### config.mk
export PLATFORM = sky130hd
export DESIGN_NAME = fseq_top
export DESIGN_NICKNAME = d
export VERILOG_FILES = /design/src/rtl/fseq_pkg.sv /design/src/rtl/fseq_decode.sv /design/src/rtl/fseq_agen.sv /design/src/rtl/fseq_top.sv
export SDC_FILE = /design/constraint.sdc
export NUM_CORES = 1
export LEC_CHECK = 0
export ABC_AREA = 1
export BUFFER_PORTS_ARGS = -buffer_cell sky130_fd_sc_hd__buf_2
export CAP_MARGIN = 20
export CORE_MARGIN = 5
export CORE_UTILIZATION = 35
export DETAILED_ROUTE_END_ITERATION = 8
export MAX_ROUTING_LAYER = met4
export PLACE_DENSITY = 0.61
export SYNTH_ARGS = -nofsm -noshare
export SYNTH_HDL_FRONTEND = slang
export SYNTH_SLANG_ARGS = --single-unit
### constraint.sdc
create_clock -name clk_i -period 3.35 [get_ports clk_i]
set_input_delay 0.5025 -clock clk_i [delete_from_list [all_inputs] [get_ports clk_i]]
set_output_delay 0.5025 -clock clk_i [all_outputs]
set_load 0.01 [all_outputs]
### src/rtl/fseq_pkg.sv
package fseq_pkg;
  typedef enum logic [3:0] {
    ST_FA, ST_FR, ST_FI, ST_DEC, ST_IND_A, ST_IND_R, ST_EA, ST_EXD,
    ST_ST_M, ST_ST_W, ST_OPR, ST_IDU, ST_IDW, ST_EXEC
  } state_e;

  typedef enum logic [1:0] {
    K_ADDR = 2'd0, K_PAIR = 2'd1, K_BRANCH = 2'd2
  } kind_e;

  typedef struct packed {
    logic pair;
    logic branch;
    logic imm;
    logic ind;
    logic idx;
    logic jmp;
    logic store;
    logic incdec;
    logic dec;
  } cls_t;
endpackage

### src/rtl/fseq_decode.sv
module fseq_decode
  import fseq_pkg::*;
#(
  parameter int DATA_W = 32
) (
  input  logic [DATA_W-1:0] ir_i,
  output cls_t              cls_o
);
  localparam int T = DATA_W - 1;

  logic op0, op1, op2, op3;
  assign op0 = ir_i[T];
  assign op1 = ir_i[T-1];
  assign op2 = ir_i[T-2];
  assign op3 = ir_i[T-3];

  // later tests rely on earlier ones having been taken
  always_comb begin
    cls_o.pair   = ~ir_i[T-4];
    cls_o.branch = ~op0 & op1 & op2 & op3;
    cls_o.imm    = ir_i[T-5];
    cls_o.idx    = ir_i[T-6];
    cls_o.ind    = ir_i[T-7];
    cls_o.jmp    = op1 & op2 & op3;
    cls_o.store  = op0 & op2;
    cls_o.incdec = op0 & op1;
    cls_o.dec    = op3;
  end
endmodule

### src/rtl/fseq_agen.sv
module fseq_agen #(
  parameter int DATA_W = 32,
  parameter int ADDR_W = 24
) (
  input  logic [DATA_W-1:0] md_i,
  input  logic [DATA_W-1:0] ix_i,
  input  logic              idx_i,
  input  logic              dec_i,
  output logic [ADDR_W-1:0] ea_o,
  output logic [DATA_W-1:0] sext_o,
  output logic [DATA_W-1:0] upd_o
);
  localparam int EXT_W = DATA_W - ADDR_W;

  logic [ADDR_W-1:0] fld;
  assign fld  = md_i[ADDR_W-1:0];
  assign ea_o = idx_i ? fld + ix_i[ADDR_W-1:0] : fld;

  generate
    if (EXT_W > 0) begin : g_ext
      assign sext_o = {{EXT_W{fld[ADDR_W-1]}}, fld};
    end else begin : g_noext
      assign sext_o = md_i;
    end
  endgenerate

  assign upd_o = dec_i ? md_i - 1'b1 : md_i + 1'b1;
endmodule

### src/rtl/fseq_top.sv
module fseq_top
  import fseq_pkg::*;
#(
  parameter int DATA_W = 32,
  parameter int ADDR_W = 24
) (
  input  logic              clk_i,
  input  logic              rst_ni,
  output logic [ADDR_W-1:0] mem_addr_o,
  output logic              mem_rd_o,
  output logic              mem_wr_o,
  output logic [DATA_W-1:0] mem_wdata_o,
  input  logic [DATA_W-1:0] mem_rdata_i,
  input  logic [DATA_W-1:0] acc_i,
  input  logic              ix_ld_i,
  input  logic [DATA_W-1:0] ix_d_i,
  output logic              exec_req_o,
  output logic [1:0]        exec_kind_o,
  output logic [DATA_W-1:0] exec_ir_o,
  output logic [DATA_W-1:0] exec_opnd_o,
  input  logic              exec_done_i,
  output logic [ADDR_W-1:0] pc_o,
  output logic              zero_o,
  output logic              neg_o
);
  state_e            state_q;
  logic [ADDR_W-1:0] pc_q, ma_q;
  logic [DATA_W-1:0] md_q, ir_q, ix_q;
  logic              zero_q, neg_q;
  cls_t              cls;
  logic [ADDR_W-1:0] ea;
  logic [DATA_W-1:0] sext, upd;

  fseq_decode #(.DATA_W(DATA_W)) u_dec (.ir_i(ir_q), .cls_o(cls));

  fseq_agen #(.DATA_W(DATA_W), .ADDR_W(ADDR_W)) u_agen (
    .md_i(md_q), .ix_i(ix_q), .idx_i(cls.idx), .dec_i(cls.dec),
    .ea_o(ea), .sext_o(sext), .upd_o(upd)
  );

  always_ff @(posedge clk_i or negedge rst_ni) begin
    if (!rst_ni) ix_q <= '0;
    else if (ix_ld_i) ix_q <= ix_d_i;
  end

  always_ff @(posedge clk_i or negedge rst_ni) begin
    if (!rst_ni) begin
      state_q <= ST_FA;
      pc_q    <= '0;
      ma_q    <= '0;
      md_q    <= '0;
      ir_q    <= '0;
      zero_q  <= 1'b0;
      neg_q   <= 1'b0;
    end else begin
      unique case (state_q)
        ST_FA: begin
          ma_q    <= pc_q;
          state_q <= ST_FR;
        end
        ST_FR: begin
          md_q    <= mem_rdata_i;
          pc_q    <= pc_q + 1'b1;
          state_q <= ST_FI;
        end
        ST_FI: begin
          ir_q    <= md_q;
          state_q <= ST_DEC;
        end
        ST_DEC: begin
          if (cls.pair || cls.branch) state_q <= ST_EXEC;
          else if (cls.imm) begin
            md_q    <= sext;
            state_q <= ST_EXEC;
          end else if (cls.ind) state_q <= ST_IND_A;
          else state_q <= ST_EA;
        end
        ST_IND_A: begin
          ma_q    <= md_q[ADDR_W-1:0];
          state_q <= ST_IND_R;
        end
        ST_IND_R: begin
          md_q    <= mem_rdata_i;
          state_q <= ST_EA;
        end
        ST_EA: begin
          ma_q    <= ea;
          state_q <= ST_EXD;
        end
        ST_EXD: begin
          if (cls.jmp) begin
            pc_q    <= ma_q;
            state_q <= ST_FA;
          end else if (cls.store) state_q <= ST_ST_M;
          else state_q <= ST_OPR;
        end
        ST_ST_M: begin
          md_q    <= acc_i;
          state_q <= ST_ST_W;
        end
        ST_OPR: begin
          md_q    <= mem_rdata_i;
          state_q <= cls.incdec ? ST_IDU : ST_EXEC;
        end
        ST_IDU: begin
          md_q    <= upd;
          zero_q  <= (upd == '0);
          neg_q   <= upd[DATA_W-1];
          state_q <= ST_IDW;
        end
        ST_EXEC: if (exec_done_i) state_q <= ST_FA;
        default: state_q <= ST_FA;  // ST_ST_W, ST_IDW
      endcase
    end
  end

  assign mem_addr_o  = ma_q;
  assign mem_wdata_o = md_q;
  assign mem_rd_o    = (state_q == ST_FR) || (state_q == ST_IND_R) || (state_q == ST_OPR);
  assign mem_wr_o    = (state_q == ST_ST_W) || (state_q == ST_IDW);
  assign exec_req_o  = (state_q == ST_EXEC);
  assign exec_kind_o = cls.pair ? K_PAIR : (cls.branch ? K_BRANCH : K_ADDR);
  assign exec_ir_o   = ir_q;
  assign exec_opnd_o = md_q;
  assign pc_o        = pc_q;
  assign zero_o      = zero_q;
  assign neg_o       = neg_q;

  assert_pc_step_R1: assert property (@(posedge clk_i) disable iff (!rst_ni)
    mem_rd_o && (state_q == ST_FR) |=> pc_q == $past(pc_q) + 1'b1);

  assert_ir_load_R1: assert property (@(posedge clk_i) disable iff (!rst_ni)
    (state_q == ST_FI) |=> ir_q == $past(md_q));

  assert_jump_pc_R8: assert property (@(posedge clk_i) disable iff (!rst_ni)
    (state_q == ST_EXD) && cls.jmp |=> pc_q == $past(ma_q));

  assert_store_acc_R9: assert property (@(posedge clk_i) disable iff (!rst_ni)
    (state_q == ST_ST_M) |=> mem_wr_o && (mem_wdata_o == $past(acc_i)));

  assert_exec_hold_R11: assert property (@(posedge clk_i) disable iff (!rst_ni)
    exec_req_o && !exec_done_i |=> exec_req_o && $stable(exec_opnd_o));

  assert_no_rdwr_R2: assert property (@(posedge clk_i) disable iff (!rst_ni)
    !(mem_rd_o && mem_wr_o) && !(exec_req_o && (mem_rd_o || mem_wr_o)));
endmodule

==> summary.md, run 1 <==
| Metric | Value |
|---|---|
| Top FF cell, synth | `dfrtp_1` |
| Synth Warn # | `0` |
| Dpl hpwl | `34040 um` |
| Tot GR Track Use | `0.2416` |
| Seq cells post-synth | `142` |
| Yosys top cell area share | `0.3227` |
| Status | `aborted with a tool error` |
| Clock buffer depth | `2` |
| Syn_nets | `1779` |
| Mapped Area | `11010 um2` |
| Starting density of the core | `0.3517` |
| Top Ports | `251` |
| Post-synth EDFFs | `0` |
| CTS Buf Count | `17` |
| Setup Buffers After CTS | `0` |
| Largest area contributor in the netlist | `dfrtp_1` |
| Synth Area per Inst | `6.789 um2` |
| Initial antenna violation count | `0` |
| Pin count of the biggest net entering global routing | `80` |
| FP Rows | `65` |
| Gr ovfl total | `0` |
| Vias in the first global route | `11527` |
| Routability cong. | `0.9347` |
| Clock tree root driver cell | `clkbuf_16` |
| First-pass GRT wire length | `65160 um` |
| CTS Hold Bufs | `0` |
| Die H | `187.4 um` |
| Cts repair resizes | `0` |
| CTS Sinks | `142` |
| Port Buf Inserts | `242` |
| Die X | `187.4 um` |
| H-tree Lvls | `4` |
| Ranking of synthesized cells by area | `dfrtp_1 32%, nand2_1 15%, inv_1 7.3%` |
| Error Message | `[ERROR DRT-0255] Maze Route cannot find path of net clk_i in worker of routeBox ( 144900 0 ) ( 187375 48300 ).` |
| Sequential share of the synthesized area | `0.3227` |
| Cell count after synthesis | `1622` |
| Library cells used by synthesis | `46` |
| Last stage | `5_2_route` |
| Synth async-reset ratio | `1.000` |
## cell families after synthesis
family                   after synthesis  synth area share
multiplexers                          25           0.02557
AND/OR/NAND/NOR                      753            0.2828
buffers and inverters                300            0.1156
flip-flops                           142            0.3227
XOR/XNOR                              27           0.02148
AO/OA/AOI/OAI                        318            0.1658
adder cells (fa/ha/maj)               57           0.06613
## synthesized netlist by cell type (5+ instances only)
library cell,n
nand4_1,20
inv_1,215
mux2_2,25
o21ai_0,120
nor3_1,13
buf_2,9
o22ai_1,10
clkbuf_1,30
nand3_1,92
o2111ai_1,6
xnor2_1,6
a22oi_1,11
a41oi_1,6
buf_1,5
buf_4,34
nand2_1,452
nor2_1,152
a21oi_1,117
ha_1,55
inv_2,5
a221oi_1,28
dfrtp_1,142
nand3b_1,5
xor2_1,21
## routing by layer
| metal | global-route usage |
|---|---|
| met3 | 0.02893 |
| met1 | 0.3333 |
| met4 | 0.06522 |
| met5 | - |
| met2 | 0.3784 |
## metrics by stage
step	worst slack, ns	hold slack, ns	util	instances	area, um2
global placement	0.5326	0.4673	0.4031	2227	12620
CTS	0.4111	0.1484	0.4218	2259	13210
detailed placement	0.5363	0.4693	0.4031	2227	12620
floorplan	0.8176	0.2069	-	1622	11010
global route	0.1889	0.1677	0.4218	2259	13210
==> run 2, diff against run 1 <==
--- a/config.mk
+++ b/config.mk
@@ -9,10 +9,9 @@
 export BUFFER_PORTS_ARGS = -buffer_cell sky130_fd_sc_hd__buf_2
 export CAP_MARGIN = 20
 export CORE_MARGIN = 5
-export CORE_UTILIZATION = 35
+export CORE_UTILIZATION = 20
 export DETAILED_ROUTE_END_ITERATION = 8
-export MAX_ROUTING_LAYER = met4
-export PLACE_DENSITY = 0.61
+export PLACE_DENSITY_LB_ADDON = 0.15
 export SYNTH_ARGS = -nofsm -noshare
 export SYNTH_HDL_FRONTEND = slang
 export SYNTH_SLANG_ARGS = --single-unit
==> summary.md, run 2 <==
| Metric | Value |
|---|---|
| Commonest cells in the synthesized netlist | `452 x nand2_1, 215 x inv_1, 152 x nor2_1, 142 x dfrtp_1, 120 x o21ai_0` |
| Critical path required time | `2.85 ns` |
| CTS Hold Bufs | `0 (unchanged)` |
| Final hold vios | `0` |
| First-pass GRT wire length | `75340 um (+16%)` |
| Via count | `11630` |
| Initial antenna violation count | `1 (+1)` |
| Gr ovfl total | `0 (unchanged)` |
| Period utilization | `0.8794` |
| Final slew viol count | `0` |
| Relative slew slack | `0.3946` |
| CTS Buf Count | `17 (unchanged)` |
| Dpl hpwl | `41260 um (+21%)` |
| Ant diodes | `0` |
| Starting density of the core | `0.2011 (-0.1506)` |
| Post-DR vias/cell | `4.527` |
| DRT iter0 DRCs | `733` |
| Sequential share of the synthesized area | `0.3227 (unchanged)` |
| CP endpoint | `mem_rd_o` |
| Yosys top cell area share | `0.3227 (unchanged)` |
| Post-synth EDFFs | `0 (unchanged)` |
| Worst-Skew Late Latency | `0.48 ns` |
| Synth Area per Inst | `6.789 um2 (unchanged)` |
| Setup violators final | `0` |
| Port Buf Inserts | `242 (unchanged)` |
| Clock tree root driver cell | `clkbuf_16` |
| Max VDD drop | `0.0005170 V` |
| Die X | `244.6 um (+31%)` |
| Synth Warn # | `0 (unchanged)` |
| Antenna viol nets, final | `0` |
| CP startpoint | `state_q[3]` |
| Clock Skews | `0.01190 ns` |
| Seq cells post-synth | `142 (unchanged)` |
| Power per Cell Area | `1231 nW/um2` |
| Tot GR Track Use | `0.1688 (-0.07279)` |
| DR DRC count | `0` |
| Reg2reg setup slack | `0.54 ns` |
| Routability cong. | `0.8878 (-5.0%)` |
| CP Launch Type | `flip-flop` |
| Slew at the pin closest to its max-slew limit | `0.9070 ns` |
| Dpl cell area | `13050 um2 (+3.4%)` |
| Top Ports | `251 (unchanged)` |
| Die area | `59850 um2` |
| Worst Reg2Reg Path Length in Cells | `15` |
| Max Cap Viol | `0` |
| Crit Path Class | `flip-flop to output port` |
| Syn_nets | `1779 (unchanged)` |
| Post-place setup slack | `0.5516 ns (+0.01533 ns)` |
| Layout cells sized above 1 | `0.1962` |
| H-tree Lvls | `4 (unchanged)` |
| Cell count after synthesis | `1622 (unchanged)` |
| Routed WL | `50880 um` |
| Status | `completed` |
| FP Rows | `86 (+32%)` |
| Hold crit path type | `input pin to async pin` |
| Drt first pass iters | `5` |
| FMAX | `0.3394 GHz` |
| Library cells used by synthesis | `46 (unchanged)` |
| Vias in the first global route | `11586 (+0.51%)` |
| Critical R2R Capture | `exec_opnd_o[12]` |
| Ranking of synthesized cells by area | `dfrtp_1 32%, nand2_1 15%, inv_1 7.3%` |
| Mapped Area | `11010 um2 (unchanged)` |
| Setup Buffers After CTS | `0 (unchanged)` |
| Synth async-reset ratio | `1.000 (unchanged)` |
| Largest area contributor in the netlist | `dfrtp_1` |
| NumNets Final | `2009` |
| Final instance area | `13740 um2` |
| CTS Sinks | `142 (unchanged)` |
| CP Capture Type | `output port` |
| Post-route setup TNS | `0 ns` |
| Top FF cell, synth | `dfrtp_1` |
| Pleak | `7.031 nW` |
| Most common cell after layout, fill and taps aside | `nand2_1` |
| Die H | `244.6 um (+31%)` |
| DP Cell Count | `2536 (+14%)` |
| Most frequent cell after synthesis | `nand2_1` |
| Area Overhead vs Synth | `24.80%` |
| CORE AREA | `54770 um2` |
| RSZ-0062 raised after global routing | `no` |
| WP data arrival | `2.44 ns` |
| CTS tree | `built` |
| Clock slew at reported path FFs | `0.06 ns` |
| Cts repair resizes | `0 (unchanged)` |
| Post-route worst setup slack | `0.4040 ns` |
| Post-route insts no fill | `2569` |
| Clock buffer depth | `2 (unchanged)` |
| Crit Path Max Fanout | `20` |
| Pin count of the biggest net entering global routing | `66 (-18%)` |
| Routed len/inst | `19.81 um` |
| Period minus WS final | `2.946 ns` |
| Critical R2R Launch | `exec_ir_o[28]` |
| Most frequent cells in the layout | `452 x nand2_1, 241 x buf_2, 215 x inv_1` |
[run 2: cell families after synthesis]
family,synth area share
AND/OR/NAND/NOR,0.2828
flip-flops,0.3227
AO/OA/AOI/OAI,0.1658
multiplexers,0.02557
XOR/XNOR,0.02148
adder cells (fa/ha/maj),0.06613
buffers and inverters,0.1156
[run 2: power by group]
part | leakage, nW | switching (mW) | internal (mW) | total, mW
Clock | 0.332 | 0.855 | 1.42 | 2.27
Combinational | 4.97 | 7.64 | 3.74 | 11.4
Sequential | 1.73 | 0.834 | 2.43 | 3.27
Total | 7.03 | 9.33 | 7.59 | 16.9
[run 2: area by class of cell]
| class | count | area [um2] |
|---|---|---|
| multi-input combinational | 1180 | 6193 |
| timing repair buffer | 290 | 1610 |
| clock buffer | 22 | 494.2 |
| inverter | 221 | 829.5 |
| tap | 704 | 880.8 |
| clock inverter | 10 | 181.4 |
| fill | 6114 | 41030 |
| sequential | 142 | 3553 |
[run 2: per-stage QoR]
stage / utilization / power [mW] / hold slack (ns)
after global placement: 0.2383 / 14.83 / 0.4758
after CTS: 0.2507 / 17.22 / 0.03069
final: 0.2509 / 16.91 / 0.05017
after detailed placement: 0.2383 / 14.83 / 0.4806
after floorplan: - / 10.44 / 0.2069
after global routing: 0.2509 / 18.62 / 0.07908
[run 2: worst min path at each step]
stage,from,endpoint,slack [ns],depth (start not counted)
floorplan,rst_ni,exec_ir_o[0],0.21,0
global placement,exec_ir_o[4],exec_ir_o[4],0.48,2
detailed placement,exec_ir_o[4],exec_ir_o[4],0.48,2
CTS,rst_ni,pc_o[2],0.03,1
global route,rst_ni,mem_addr_o[2],0.08,1
finish,rst_ni,pc_o[2],0.05,1
[run 2: worst max-delay path, stage by stage (launching register included)]
cell and delay, ns:
dfrtp_1 0.51, nand2_1 0.18, nor2_1 0.26, nor2_1 0.08, inv_1 0.66, buf_2 0.27
[run 2: per-layer routing]
layer	wire [um]	part of all wire	vias up	track usage
li1	-	-	5774	-
met1	23410	0.46	5545	0.2243
met2	24490	0.48	284	0.2868
met3	2370	0.047	27	0.03190
met4	613	0.012	0	0.03663
met5	0	0	-	0
Power figures use the tool's default switching activity.
==> run 3, diff against run 2 <==
--- a/config.mk
+++ b/config.mk
@@ -9,7 +9,7 @@
 export BUFFER_PORTS_ARGS = -buffer_cell sky130_fd_sc_hd__buf_2
 export CAP_MARGIN = 20
 export CORE_MARGIN = 5
-export CORE_UTILIZATION = 20
+export CORE_UTILIZATION = 50
 export DETAILED_ROUTE_END_ITERATION = 8
 export PLACE_DENSITY_LB_ADDON = 0.15
 export SYNTH_ARGS = -nofsm -noshare
==> summary.md, run 3 (synthesis gave the netlist of run 2 again) <==
| Metric | Value |
|---|---|
| Final slew viol count | `0 (unchanged)` |
| Psw | `8.698 mW (-6.7%)` |
| Clock buffer depth | `2 (unchanged)` |
| Clock slew at reported path FFs | `0.07 ns (about the same)` |
| Critical R2R Capture | `exec_opnd_o[14]` |
| Period minus WS final | `2.882 ns (-0.06371 ns)` |
| Gr ovfl total | `0 (unchanged)` |
| Most common cell after layout, fill and taps aside | `nand2_1` |
| Clock Skews | `0.009857 ns (-0.002039 ns)` |
| Switching part of the total | `0.5441 (-0.007352)` |
| FMAX | `0.3469 GHz (+2.2%)` |
| Die area | `25090 um2 (-58%)` |
| DR DRC count | `0 (unchanged)` |
| Most frequent cells in the layout | `452 x nand2_1, 241 x buf_2, 215 x inv_1` |
| Starting density of the core | `0.5062 (+0.3051)` |
| Max Cap Viol | `0 (unchanged)` |
| Vias in the first global route | `10927 (-5.7%)` |
| Setup violators final | `0 (unchanged)` |
| Die H | `158.4 um (-35%)` |
| Pleak | `6.925 nW (-1.5%)` |
| CTS tree | `built` |
| Post-DR vias/cell | `5.544 (+22%)` |
| CTS Sinks | `142 (unchanged)` |
| Period utilization | `0.8604 (-0.01902)` |
| Most used cell, CP | `nand2_1` |
| Crit Path Max Fanout | `9 (-55%)` |
| Worst-Skew Late Latency | `0.42 ns (-0.06 ns)` |
| Initial antenna violation count | `1 (unchanged)` |
| Clock tree root driver cell | `clkbuf_16` |
| Cts repair resizes | `0 (unchanged)` |
| Area Overhead vs Synth | `18.42%` |
| CORE AREA | `21760 um2 (-60%)` |
| DRT iter0 DRCs | `1171 (+60%)` |
| Internal power | `7.289 mW (-3.9%)` |
| Antenna viol nets, final | `0 (unchanged)` |
| Hold crit path type | `input pin to async pin` |
| First-pass GRT wire length | `59530 um (-21%)` |
| Layout cells sized above 1 | `0.1892 (-0.007057)` |
| FP Rows | `54 (-37%)` |
| Total power | `15.99 mW (-5.5%)` |
| Critical R2R Launch | `exec_opnd_o[0]` |
| Worst path slowest cell | `dfrtp_1` |
| Status | `completed` |
| Routed len/inst | `18.43 um (-6.9%)` |
| H-tree Lvls | `4 (unchanged)` |
| Drt first pass iters | `7 (+2)` |
| Clock network power share | `0.127 (-0.007)` |
| WP data arrival | `3.15 ns (+0.71 ns)` |
| Worst path max stage delay | `0.59 ns (-0.07 ns)` |
| Reg2reg setup slack | `0.47 ns (-0.07 ns)` |
| Crit Path Class | `flip-flop to flip-flop` |
| RSZ-0062 raised after global routing | `no` |
| Setup Buffers After CTS | `0 (unchanged)` |
| # fillers | `2138 (-65%)` |
| Power per Cell Area | `1226 nW/um2 (-0.39%)` |
| Tot GR Track Use | `0.3056 (+0.1369)` |
| Worst Reg2Reg Path Length in Cells | `12 (-3)` |
| Max VDD drop | `0.0006207 V (+20%)` |
| Final hold vios | `0 (unchanged)` |
| Slew at the pin closest to its max-slew limit | `0.8504 ns (-0.05661 ns)` |
| CTS Hold Bufs | `0 (unchanged)` |
| Cells along the critical path | `inv_1 > fa_1 > inv_1 > nand2_1 > nand3_1 > nand2_1 > nand2_1 > nand2_1 > nand2_1 > nor2_1 > a221oi_1 > o21ai_0` |
| Critical path required time | `3.62 ns (+0.77 ns)` |
| Post-route setup TNS | `0 ns (unchanged)` |
| Dpl hpwl | `31420 um (-24%)` |
| Top Ports | `251 (unchanged)` |
| Via count | `11814 (+1.6%)` |
| Combinational fraction of design power | `0.669 (-0.004)` |
| CP Capture Type | `flip-flop` |
| Routed WL | `39280 um (-23%)` |
| Die X | `158.4 um (-35%)` |
| NumNets Final | `1994 (-0.75%)` |
| Routability cong. | `0.9602 (+8.2%)` |
| Relative slew slack | `0.4317 (+0.03704)` |
| CP Launch Type | `flip-flop` |
| Port Buf Inserts | `242 (unchanged)` |
| CTS Buf Count | `17 (unchanged)` |
| Share of power burned in registers | `0.204 (+0.011)` |
| Pin count of the biggest net entering global routing | `71 (+7.6%)` |
==> run 3: worst max path at each step <==
| stage | from | end | depth (start not counted) |
|---|---|---|---|
| after global routing | exec_opnd_o[0] | zero_o | 16 |
| after global placement | exec_opnd_o[0] | zero_o | 16 |
| after detailed placement | exec_opnd_o[0] | zero_o | 16 |
| after floorplan | exec_ir_o[28] | zero_o | 16 |
| after CTS | exec_opnd_o[0] | zero_o | 16 |
| final | exec_opnd_o[0] | exec_opnd_o[14] | 12 |
==> run 3: cell type report <==
cell class | instances | area, um2 | area share
Clock buffer | 19 | 442.9 | 0.03397
Inverter | 221 | 829.5 | 0.06362
Sequential cell | 142 | 3553 | 0.2725
Antenna cell | 1 | 2.502 | 0.0001919
Tap cell | 280 | 350.3 | 0.02687
Timing Repair Buffer | 275 | 1490 | 0.1143
Clock inverter | 13 | 177.7 | 0.01362
Multi-Input combinational cell | 1180 | 6193 | 0.4750
==> run 3: power by group through the flow <==
stage	clock network [mW]	logic [mW]	registers [mW]
6_report	2.04	10.7	3.26
5_1_grt	2.13	11.9	3.34
4_1_cts	2.06	10.6	3.23
3_5_place_dp	0	10.5	3.26
3_3_place_gp	0	10.4	3.24
2_1_floorplan	0	7.06	3.39
==> run 3: critical path: cells and delay by family (launching register included) <==
| kind | cells | cell delay (ns) |
|---|---|---|
| AND/OR/NAND/NOR | 7 | 0.70 |
| buffers and inverters | 2 | 0.35 |
| adder cells (fa/ha/maj) | 1 | 0.51 |
| flip-flops | 1 | 0.59 |
| AO/OA/AOI/OAI | 2 | 0.59 |
==> run 3: metrics by stage <==
step	worst slack (ns)	hold WS, ns	instances	cell area (um2)	util
3_3_place_gp	0.6330	0.4605	2098	12420	0.5707
5_1_grt	0.2624	0.1400	2131	13040	0.5994
2_1_floorplan	0.8176	0.2069	1622	11010	-
3_5_place_dp	0.5573	0.4604	2098	12420	0.5707
4_1_cts	0.5418	0.1178	2130	13040	0.5993
6_report	0.4677	0.09484	2131	13040	0.5994
==> run 3: metal layers <==
layer / up-vias / global-route usage / wire length, um
li1: 5736 / - / -
met1: 5599 / 0.4335 / 17580
met2: 438 / 0.5021 / 18480
met3: 41 / 0.03289 / 2478
met4: 0 / 0.07799 / 740
met5: - / 0 / 0
==> run 4, diff against run 3 <==
==> constraint.sdc (replaced) <==
create_clock -name clk_i -period 2.79 [get_ports clk_i]
set_input_delay 0.4185 -clock clk_i [delete_from_list [all_inputs] [get_ports clk_i]]
set_output_delay 0.4185 -clock clk_i [all_outputs]
set_load 0.01 [all_outputs]
==> summary.md, run 4 (synthesis gave the netlist of run 2 again) <==
| Metric | Value |
|---|---|
| Pleak | `7.010 nW (+1.2%)` |
| CP Capture Type | `output port` |
| # fillers | `2162 (+1.1%)` |
| Switching part of the total | `0.5353 (-0.008778)` |
| Top Ports | `251 (unchanged)` |
| Relative slew slack | `0.4738 (+0.04214)` |
| Max VDD drop | `0.0006889 V (+11%)` |
| Psw | `10.34 mW (+19%)` |
| DR DRC count | `0 (unchanged)` |
| Worst path max stage delay | `0.59 ns (about the same)` |
| Dpl hpwl | `30790 um (-2.0%)` |
| Most common cell after layout, fill and taps aside | `nand2_1` |
| Clock tree root driver cell | `clkbuf_16` |
| Final hold vios | `15 (+15)` |
| First-pass GRT wire length | `59810 um (+0.48%)` |
| Die H | `158.4 um (unchanged)` |
| Delay-heaviest family, CP | `buffers and inverters` |
| Setup violators final | `0 (unchanged)` |
| Routed WL | `38750 um (-1.3%)` |
| Antenna viol nets, final | `0 (unchanged)` |
| DRT iter0 DRCs | `1311 (+12%)` |
| Setup Buffers After CTS | `0 (unchanged)` |
| CTS tree | `built` |
| Clock slew at reported path FFs | `0.06 ns (about the same)` |
| Final slew viol count | `0 (unchanged)` |
| CTS Buf Count | `17 (unchanged)` |
| RSZ-0062 raised after global routing | `no` |
| CP Launch Type | `flip-flop` |
| Gr ovfl total | `0 (unchanged)` |
| Cells along the critical path | `nor2_1 > inv_1 > nor2_1 > nor2_1 > inv_1 > buf_2` |
| Die area | `25090 um2 (unchanged)` |
| Internal power | `8.981 mW (+23%)` |
| Most frequent cells in the layout | `452 x nand2_1, 241 x buf_2, 215 x inv_1` |
| FMAX | `0.3692 GHz` |
| Layout cells sized above 1 | `0.1953 (+0.006090)` |
| WP data arrival | `2.29 ns (-0.86 ns)` |
| Clock network power share | `0.126 (about the same)` |
| Post-DR vias/cell | `5.594 (+0.90%)` |
| Routability cong. | `0.9507 (-0.99%)` |
| Worst path slowest cell | `inv_1` |
| Die X | `158.4 um (unchanged)` |
| Most used cell, CP | `nor2_1` |
| Status | `finished with violations` |
| Max Cap Viol | `0 (unchanged)` |
| Period utilization | `0.9708` |
| Failing checks | `hold timing` |
| Initial antenna violation count | `1 (unchanged)` |
| Post-route setup TNS | `0 ns (unchanged)` |
| NumNets Final | `2010 (+0.80%)` |
| Min Hold Slack | `-0.04043 ns (-0.1353 ns)` |
| Period minus WS final | `2.709 ns` |
| Buf/Inv on CP | `3 (+1)` |
| Routed len/inst | `18.07 um (-2.0%)` |
| Crit Path Max Fanout | `18 (+9)` |
| Hold crit path type | `input pin to async pin` |
| Via count | `11999 (+1.6%)` |
| Clock Skews | `0.01518 ns (+0.005319 ns)` |
| Drt first pass iters | `7 (unchanged)` |
| Vias in the first global route | `11146 (+2.0%)` |
| Starting density of the core | `0.5062 (unchanged)` |
| Share of power burned in registers | `0.198 (-0.006)` |
| CORE AREA | `21760 um2 (unchanged)` |
| Pin count of the biggest net entering global routing | `63 (-11%)` |
| Crit Path Class | `flip-flop to output port` |
| Critical path required time | `2.37 ns (-1.25 ns)` |
| CTS Sinks | `142 (unchanged)` |
| FP Rows | `54 (unchanged)` |
| Power per Cell Area | `1465 nW/um2 (+19%)` |
| Post-route worst setup slack | `0.08148 ns (-0.3862 ns)` |
| Clock buffer depth | `2 (unchanged)` |
| Combinational fraction of design power | `0.676 (+0.007)` |
| Tot GR Track Use | `0.3043 (-0.001370)` |
| Port Buf Inserts | `242 (unchanged)` |
| H-tree Lvls | `4 (unchanged)` |
| Slew at the pin closest to its max-slew limit | `0.7884 ns (-0.06202 ns)` |
| Worst-Skew Late Latency | `0.43 ns (about the same)` |
| Post-place setup slack | `0.1507 ns (-0.4065 ns)` |
| Area Overhead vs Synth | `19.83%` |
## run 4: cell count changes in the layout (fill, tap and decap cells not counted), sizes merged
cell / previous run / this run
clkbuf: 19 / 20
buf: 275 / 291
clkinv: 3 / 4
clkinvlp: 2 / 3
inv: 226 / 220
bufinv: 3 / 4
## run 4: timing repair
action / CTS / global route
endpoints found under the setup margin: 0 / 1
hold buffers: 0 / 0
resized for setup: 0 / 1
## run 4: final cells by class
type	count	area [um2]	share of cell area
multi-input cells	1180	6200	0.4698
flip-flops and latches	142	3553	0.2693
repair buffers	291	1648	0.1249
inverters	221	829.5	0.06287
clock buffers	20	446.7	0.03385
well taps	280	350.3	0.02655
clock inverters	10	165.2	0.01252
diodes	1	2.502	0.0001896
## run 4: path summary, 6_finish.rpt
kind	start	endpoint	slack, ns	cells after the start
min reg2reg	exec_ir_o[13]	exec_ir_o[13]	0.49	2
min	rst_ni	pc_o[3]	-0.04	1
max in group asynchronous	rst_ni	exec_opnd_o[24]	2.12	2
max	state_q[1]	mem_rd_o	0.08	6
min in group clk_i	mem_rdata_i[15]	exec_opnd_o[15]	0.21	3
max reg2reg	exec_ir_o[28]	zero_o	0.11	15
## run 4: worst reg2reg max path, delay by kind of cell, from the launching register on
| kind | cells | cell delay [ns] |
|---|---|---|
| adders and majority gates | 1 | 0.40 |
| buffers and inverters | 2 | 0.29 |
| and+or+nand+nor | 12 | 1.50 |
| DFF | 1 | 0.44 |
## run 4: layer usage
metal	global-route usage	vias up	wire, um
met4	0.1084	0	1247
met2	0.4876	537	17830
li1	-	5776	-
met5	0	-	0
met3	0.02772	76	2757
met1	0.4323	5610	16910
## run 4: power groups by stage
stage	Clock [mW]	Sequential, mW	Combinational (mW)
after floorplan	0	4.07	8.47
after global placement	0	3.81	12.6
after detailed placement	0	3.83	12.8
after CTS	2.44	3.80	12.9
after global routing	2.54	3.92	14.7
final	2.43	3.83	13.1
## run 4: metrics by stage
step                      std cells  total power [mW]    util  cell area, um2  hold WS, ns
after floorplan                1622             12.54       -           11010       0.1229
after global placement         2114             16.45  0.5780           12570       0.4481
after detailed placement       2114             16.65  0.5780           12570       0.4516
after CTS                      2144             19.14  0.6061           13190     0.001573
after global routing           2145             21.13  0.6065           13200      0.02045
final                          2145             19.33  0.6065           13200     -0.04043
